[src/rtl/ldec_pkg.sv]
package ldec_pkg;

   // Sampled control word for the address-holding stage
   typedef struct packed {
      logic hold;    // 1 = keep address
      logic en_lo;   // active-low enable
      logic en_hi;   // active-high enable
   } ldec_ctl_t;

   localparam ldec_ctl_t LDEC_CTL_RESET = '{hold: 1'b0, en_lo: 1'b1, en_hi: 1'b0};

   function automatic logic ldec_gate_open(input ldec_ctl_t c);
      return (!c.en_lo) && c.en_hi;
   endfunction

endpackage

[src/rtl/ldec_addr_hold.sv]
module ldec_addr_hold
   import ldec_pkg::*;
#(
   parameter int AW = 6
) (
   input  logic          clk,
   input  logic          rst,
   input  logic [AW-1:0] addr_i,
   input  ldec_ctl_t     ctl_i,
   output logic [AW-1:0] eff_o,
   output logic          open_o
);

   initial begin
      if (AW < 1) $error("ldec_addr_hold: AW must be at least 1");
   end

   logic [AW-1:0] addr_s;
   ldec_ctl_t     ctl_s;
   logic [AW-1:0] keep_q;
   logic          hold_d;
   logic          hold_rise;

   // Input sampling, plus the previous hold sample for edge detection
   always_ff @(posedge clk) begin
      if (rst) begin
         addr_s <= '0;
         ctl_s  <= LDEC_CTL_RESET;
         hold_d <= 1'b0;
      end else begin
         addr_s <= addr_i;
         ctl_s  <= ctl_i;
         hold_d <= ctl_s.hold;
      end
   end

   // Kept address follows the sampled address while transparent
   always_ff @(posedge clk) begin
      if (rst) begin
         keep_q <= '0;
      end else if (!ctl_s.hold) begin
         keep_q <= addr_s;
      end
   end

   assign hold_rise = ctl_s.hold && !hold_d;
   assign eff_o     = ctl_s.hold ? keep_q : addr_s;
   assign open_o    = ldec_gate_open(ctl_s);

   // on the closing edge the kept value is the previous transparent sample
   p_capture_r3: assert property (@(posedge clk) disable iff (rst)
      hold_rise |-> (eff_o == $past(addr_s)));

   // a continuing hold freezes the effective address
   p_freeze_r4: assert property (@(posedge clk) disable iff (rst)
      (ctl_s.hold && hold_d) |-> $stable(eff_o));

   // enable activity while held leaves the kept address alone
   p_enkeep_r6: assert property (@(posedge clk) disable iff (rst)
      (ctl_s.hold && $past(ctl_s.hold) && !$stable(ctl_s.en_lo ^ ctl_s.en_hi))
      |-> $stable(keep_q));

endmodule

[src/rtl/ldec_stage.sv]
module ldec_stage #(
   parameter int SW = 3,
   localparam int NY = 1 << SW
) (
   input  logic [SW-1:0] sel_i,
   input  logic          en_lo_i,
   input  logic          en_hi_i,
   output logic [NY-1:0] y_n_o
);

   initial begin
      if (SW < 1 || SW > 4) $error("ldec_stage: SW must lie in 1..4");
   end

   logic live;
   assign live = (!en_lo_i) && en_hi_i;

   for (genvar k = 0; k < NY; k++) begin : g_line
      assign y_n_o[k] = !(live && (sel_i == SW'(k)));
   end

endmodule

[src/rtl/ldec_tree.sv]
module ldec_tree #(
   parameter int SW     = 3,
   parameter int LEVELS = 2,
   localparam int AW    = SW * LEVELS,
   localparam int NOUT  = 1 << AW
) (
   input  logic [AW-1:0]   sel_i,
   input  logic            en_lo_i,
   input  logic            en_hi_i,
   output logic [NOUT-1:0] y_n_o
);

   localparam int NS = 1 << SW;

   initial begin
      if (LEVELS < 1 || LEVELS > 3) $error("ldec_tree: LEVELS must lie in 1..3");
      if (AW > 10) $error("ldec_tree: total address width above 10");
   end

   for (genvar l = 0; l < LEVELS; l++) begin : g_lv
      localparam int NG = 1 << (SW * l);
      localparam int NL = NG * NS;
      logic [NL-1:0] y;

      for (genvar j = 0; j < NG; j++) begin : g_st
         logic gate_lo;
         logic gate_hi;
         if (l == 0) begin : g_root
            assign gate_lo = en_lo_i;
            assign gate_hi = en_hi_i;
         end else begin : g_leaf
            assign gate_lo = g_lv[l-1].y[j];
            assign gate_hi = 1'b1;
         end

         ldec_stage #(.SW(SW)) u_st (
            .sel_i   (sel_i[AW-1-SW*l -: SW]),
            .en_lo_i (gate_lo),
            .en_hi_i (gate_hi),
            .y_n_o   (y[j*NS +: NS])
         );
      end
   end

   assign y_n_o = g_lv[LEVELS-1].y;

endmodule

[src/rtl/ldec_latched.sv]
module ldec_latched
   import ldec_pkg::*;
#(
   parameter int STAGE_W = 3,
   parameter int LEVELS  = 2,
   localparam int AW     = STAGE_W * LEVELS,
   localparam int NOUT   = 1 << AW
) (
   input  logic            clk,
   input  logic            rst,
   input  logic [AW-1:0]   addr_i,
   input  logic            hold_i,
   input  logic            en_lo_i,
   input  logic            en_hi_i,
   output logic [NOUT-1:0] sel_n_o
);

   initial begin
      if (STAGE_W < 1 || STAGE_W > 4) $error("ldec_latched: STAGE_W must lie in 1..4");
      if (LEVELS < 1 || LEVELS > 3)   $error("ldec_latched: LEVELS must lie in 1..3");
      if (AW > 10)                    $error("ldec_latched: address wider than 10");
   end

   ldec_ctl_t       ctl;
   logic [AW-1:0]   eff;
   logic            open;
   logic [NOUT-1:0] dec_n;

   assign ctl = '{hold: hold_i, en_lo: en_lo_i, en_hi: en_hi_i};

   ldec_addr_hold #(.AW(AW)) u_hold (
      .clk    (clk),
      .rst    (rst),
      .addr_i (addr_i),
      .ctl_i  (ctl),
      .eff_o  (eff),
      .open_o (open)
   );

   // Single stage or cascaded tree
   if (LEVELS == 1) begin : g_flat
      ldec_stage #(.SW(STAGE_W)) u_dec (
         .sel_i   (eff),
         .en_lo_i (!open),
         .en_hi_i (1'b1),
         .y_n_o   (dec_n)
      );
   end else begin : g_cascade
      ldec_tree #(.SW(STAGE_W), .LEVELS(LEVELS)) u_dec (
         .sel_i   (eff),
         .en_lo_i (!open),
         .en_hi_i (1'b1),
         .y_n_o   (dec_n)
      );
   end

   always_ff @(posedge clk) begin
      if (rst) sel_n_o <= '1;
      else     sel_n_o <= dec_n;
   end

   // never more than one line low
   p_onecold_r1: assert property (@(posedge clk) disable iff (rst)
      $onehot0(~sel_n_o));

   // closed gate gives all lines high one edge later
   p_gate_r5: assert property (@(posedge clk) disable iff (rst)
      !$past(open) |-> (&sel_n_o));

   // open gate selects exactly the effective address
   p_index_r7: assert property (@(posedge clk) disable iff (rst)
      $past(open) |-> ($countones(~sel_n_o) == 1 && !sel_n_o[$past(eff)]));

   // first cycle after reset shows all lines high
   p_reset_r8: assert property (@(posedge clk) disable iff (rst)
      $past(rst) |-> (&sel_n_o));

endmodule

[config.mk]
export PLATFORM = sky130hd
export DESIGN_NAME = ldec_latched
export DESIGN_NICKNAME = d
export VERILOG_FILES = /design/src/rtl/ldec_pkg.sv /design/src/rtl/ldec_addr_hold.sv /design/src/rtl/ldec_stage.sv /design/src/rtl/ldec_tree.sv /design/src/rtl/ldec_latched.sv
export SDC_FILE = /design/constraint.sdc
export NUM_CORES = 1
export LEC_CHECK = 0
export ABC_AREA = 0
export BUFFER_PORTS_ARGS = -buffer_cell sky130_fd_sc_hd__buf_2
export CAP_MARGIN = 25
export CORE_MARGIN = 2
export CORE_UTILIZATION = 50
export DETAILED_ROUTE_END_ITERATION = 10
export GPL_TIMING_DRIVEN = 0
export PLACE_DENSITY = 0.74
export SLEW_MARGIN = 10
export SYNTH_ARGS = -nofsm -noshare
export SYNTH_HDL_FRONTEND = slang
export SYNTH_SLANG_ARGS = --single-unit
[constraint.sdc]
create_clock -name clk -period 5.2 [get_ports clk]
set_clock_uncertainty 0.2 [all_clocks]
set_input_delay 1.04 -clock clk [delete_from_list [all_inputs] [get_ports clk]]
set_output_delay 1.04 -clock clk [all_outputs]
set_load 0.05 [all_outputs]
==> results by group <==
Timing
  • Rel. slew slack: 0.581
  • Final Cycle Share: 0.422
  • Hold WS: 352 ps
  • TNS Setup: 0 ps
  • Fin crit period: 2190 ps
  • Setup Viol. Count Final: 0
  • Slew @ Worst Pin: 627 ps
  • Slew Limit Fails: 0
  • FMAX: 0.456 GHz
  • Hold Fails Final Rpt: 0
  • RSZ-0062 raised after global routing: false

Synth
  • Syn avg cell area: 11.4 um^2
  • Distinct cells, synth: 27
  • Adder-Cell Fraction of Synth Area: 0
  • Mux cell area share after synthesis: 0.0256
  • Largest family of logic cells by synthesized area: simple AND/OR/NAND/NOR gates
  • Yosys top cell by area: dfxtp_1
  • Synthesized area: 2400 um^2
  • Complex-gate fraction of the synthesized area: 0.0475
  • Syn nets: 222
  • Seq cells post-synth: 79
  • Ranking of synthesized cells by area: dfxtp_1 66%, nand3_1 9.6%, nand4_1 5.2%
  • Sequential share of the synthesized area: 0.659
  • Cells after synthesis: 211
  • YS warnings: 0
  • Synth top area share: 0.659
  • Synth Area in Simple Gates: 0.232
  • Synth Area in XOR/XNOR: 0

Die
  • Core Rows: 25
  • DIE AREA: 5370 um^2
  • Vert. Die Dim: 73.3 um
  • Core Footprint: 4660 um^2
  • Initial core utilization: 0.515
  • Number of top-level pins: 75
  • Die width: 73.3 um

Critical path
  • RR Endpoint: sel_n_o[3]
  • Critical Path Max Stage Delay: 350 ps
  • FF-to-FF setup slack: 3290 ps
  • Buf/Inv on CP: 1
  • Reg2reg start: u_hold.ctl_s[2]
  • Slowest CP cell: dfxtp_1
  • CP cell instances: buf_2
  • CP Max Fanout: 1
  • Crit-path leading delay family: flip-flops
  • Setup crit start kind: flop
  • Critical path class: flop to primary output
  • Critical path endpoint category: primary output
  • Crit path DAT: 950 ps
  • Req. time, crit path: 3960 ps
  • R2R cell count: 5

Hold path
  • Worst Hold Class: flop to flop
  • Hold path startpoint: u_hold.keep_q[1]
  • Hold path depth: 2
  • Hold EP: u_hold.keep_q[1]

Drt
  • Routed WL: 4.96 mm
  • Remaining DRCs: 0
  • Vias per cell: 5.14
  • Length of the first detailed-routing pass in iterations: 4
  • DRT iter0 DRCs: 103
  • Vias: 1,823
  • WL per Instance: 14.0 um
  • Final antenna-violating net count: 0

Global route
  • Initial antenna violation count: 0
  • Total GRT Usage: 0.195
  • Vias in the first global route: 1,622
  • Total grt overflow: 0
  • Largest net degree at the start of global routing: 15
  • First-pass GRT wire length: 7.71 mm

Placement
  • Area after DPL: 2840 um^2
  • # port buffers: 74
  • Final GP Congestion: 0.744
  • Dpl hpwl: 3.30 mm

Power and ir drop
  • Power Total: 1.18 mW
  • Maximum vdd drop: 0.171 mV
  • Leak Pwr: 1.12 nW
  • PD cells: 384 nW/um^2

CTS
  • H-Tree Depth: 3
  • Clock Pin Slew Worst Setup and Hold Paths: 80 ps
  • Cts repair resizes: 0
  • Post-CTS Setup Inserts: 0
  • Clock root buffer: clkbuf_8
  • TritonCTS clock tree: built
  • Max clock buf depth: 2
  • Clock buffer count from CTS: 9
  • Quantity of hold-fixing buffers added after cts: 0
  • Clk_lat worst skew: 330 ps
  • Clock sinks: 79

Layout
  • Nets: 307
  • Fraction of layout instances using a drive strength above 1: 0.362
  • Layout fillers: 382
  • Post-layout instance area: 3070 um^2
  • Area Overhead vs Synth: 27.9%
  • Antenna cells: 0

Run status
  • Status: finished, final reports clean

Run
  • Max Cap Viol: 0
## layout make-up
type / instances / area (um^2) / area share
tap: 54 / 67.6 / 0.0220
buffer: 15 / 78.8 / 0.0257
sequential: 79 / 1580 / 0.516
clock inverter: 6 / 92.6 / 0.0302
multi-input combinational: 115 / 731 / 0.238
inverter: 2 / 7.51 / 0.00245
timing repair buffer: 74 / 370 / 0.121
clock buffer: 10 / 138 / 0.0449
## metrics by stage
stage / instances / setup slack, ps / utilization
after floorplan: 211 / 3210 / -
after global placement: 339 / 2850 / 0.609
after detailed placement: 339 / 2840 / 0.609
after CTS: 355 / 3010 / 0.658
after global routing: 355 / 2980 / 0.658
final: 355 / 3010 / 0.658
## per-layer routing
layer,vias up,GRT usage,share of wire
met5,-,0,0
met4,0,0.126,0.015
met3,7,0.0384,0.056
met2,66,0.292,0.47
met1,839,0.256,0.46
li1,911,-,-
## flip-flops by register name (all words and copies together) (netlist names)
| signal | count |
|---|---|
| sel_n_o | 64 |
| u_hold.ctl_s | 3 |
| u_hold.keep_q | 6 |
| u_hold.addr_s | 6 |
## power by group
| group | internal, mW | switching, mW | total (mW) |
|---|---|---|---|
| clock network | 0.286 | 0.219 | 0.505 |
| registers | 0.610 | 0.00455 | 0.615 |
| logic | 0.0179 | 0.0389 | 0.0568 |
| total | 0.914 | 0.262 | 1.18 |
## cells in the mapped netlist (all sizes together)
master  instances
buf             9
nand3b          3
o22ai           1
clkbuf          6
nand3          46
a21oi           1
a32o            1
or3             1
inv             2
a22o            1
or3b            3
mux2i           5
nand2b          2
or2             1
dfxtp          79
a211oi          4
nor2            9
nor4            1
nor2b           9
nand2           5
mux2            1
nand4          20
o21ai           1
## kinds of logic (layout without fill, tap and decap cells)
kind of cell           count (synthesis)  in the layout
AND/OR/NAND/NOR                      100            100
flip-flops                            79             79
buffers and inverters                 17            107
AO/OA/AOI/OAI                          9              9
multiplexers                           6              6
## how the worst max path moves through the flow
stage / start / endpoint / slack (ps) / cells past startpoint
floorplan: rst / sel_n_o[59] / 3210 / 4
global placement: rst / sel_n_o[59] / 2850 / 5
detailed placement: rst / sel_n_o[59] / 2840 / 5
CTS: sel_n_o[53] / sel_n_o[53] / 3010 / 1
global route: sel_n_o[28] / sel_n_o[28] / 2980 / 1
finish: sel_n_o[28] / sel_n_o[28] / 3010 / 1
## cell usage in the layout, fill, tap and decap left out, types with 2 or more instances in the layout
cell,synthesis,final
nand3_1,46,46
or3b_4,2,2
a211oi_4,3,3
nand2b_1,2,2
nand3b_1,3,3
nor2b_1,9,9
nand2_1,5,5
dfxtp_1,79,79
mux2i_1,5,5
clkbuf_8,0,10
buf_2,6,80
buf_4,2,2
clkinvlp_4,0,2
bufinv_16,0,2
clkbuf_1,6,6
nand4_1,20,20
inv_1,2,2
nor2_1,9,9
(Power assumes the default switching activity.)
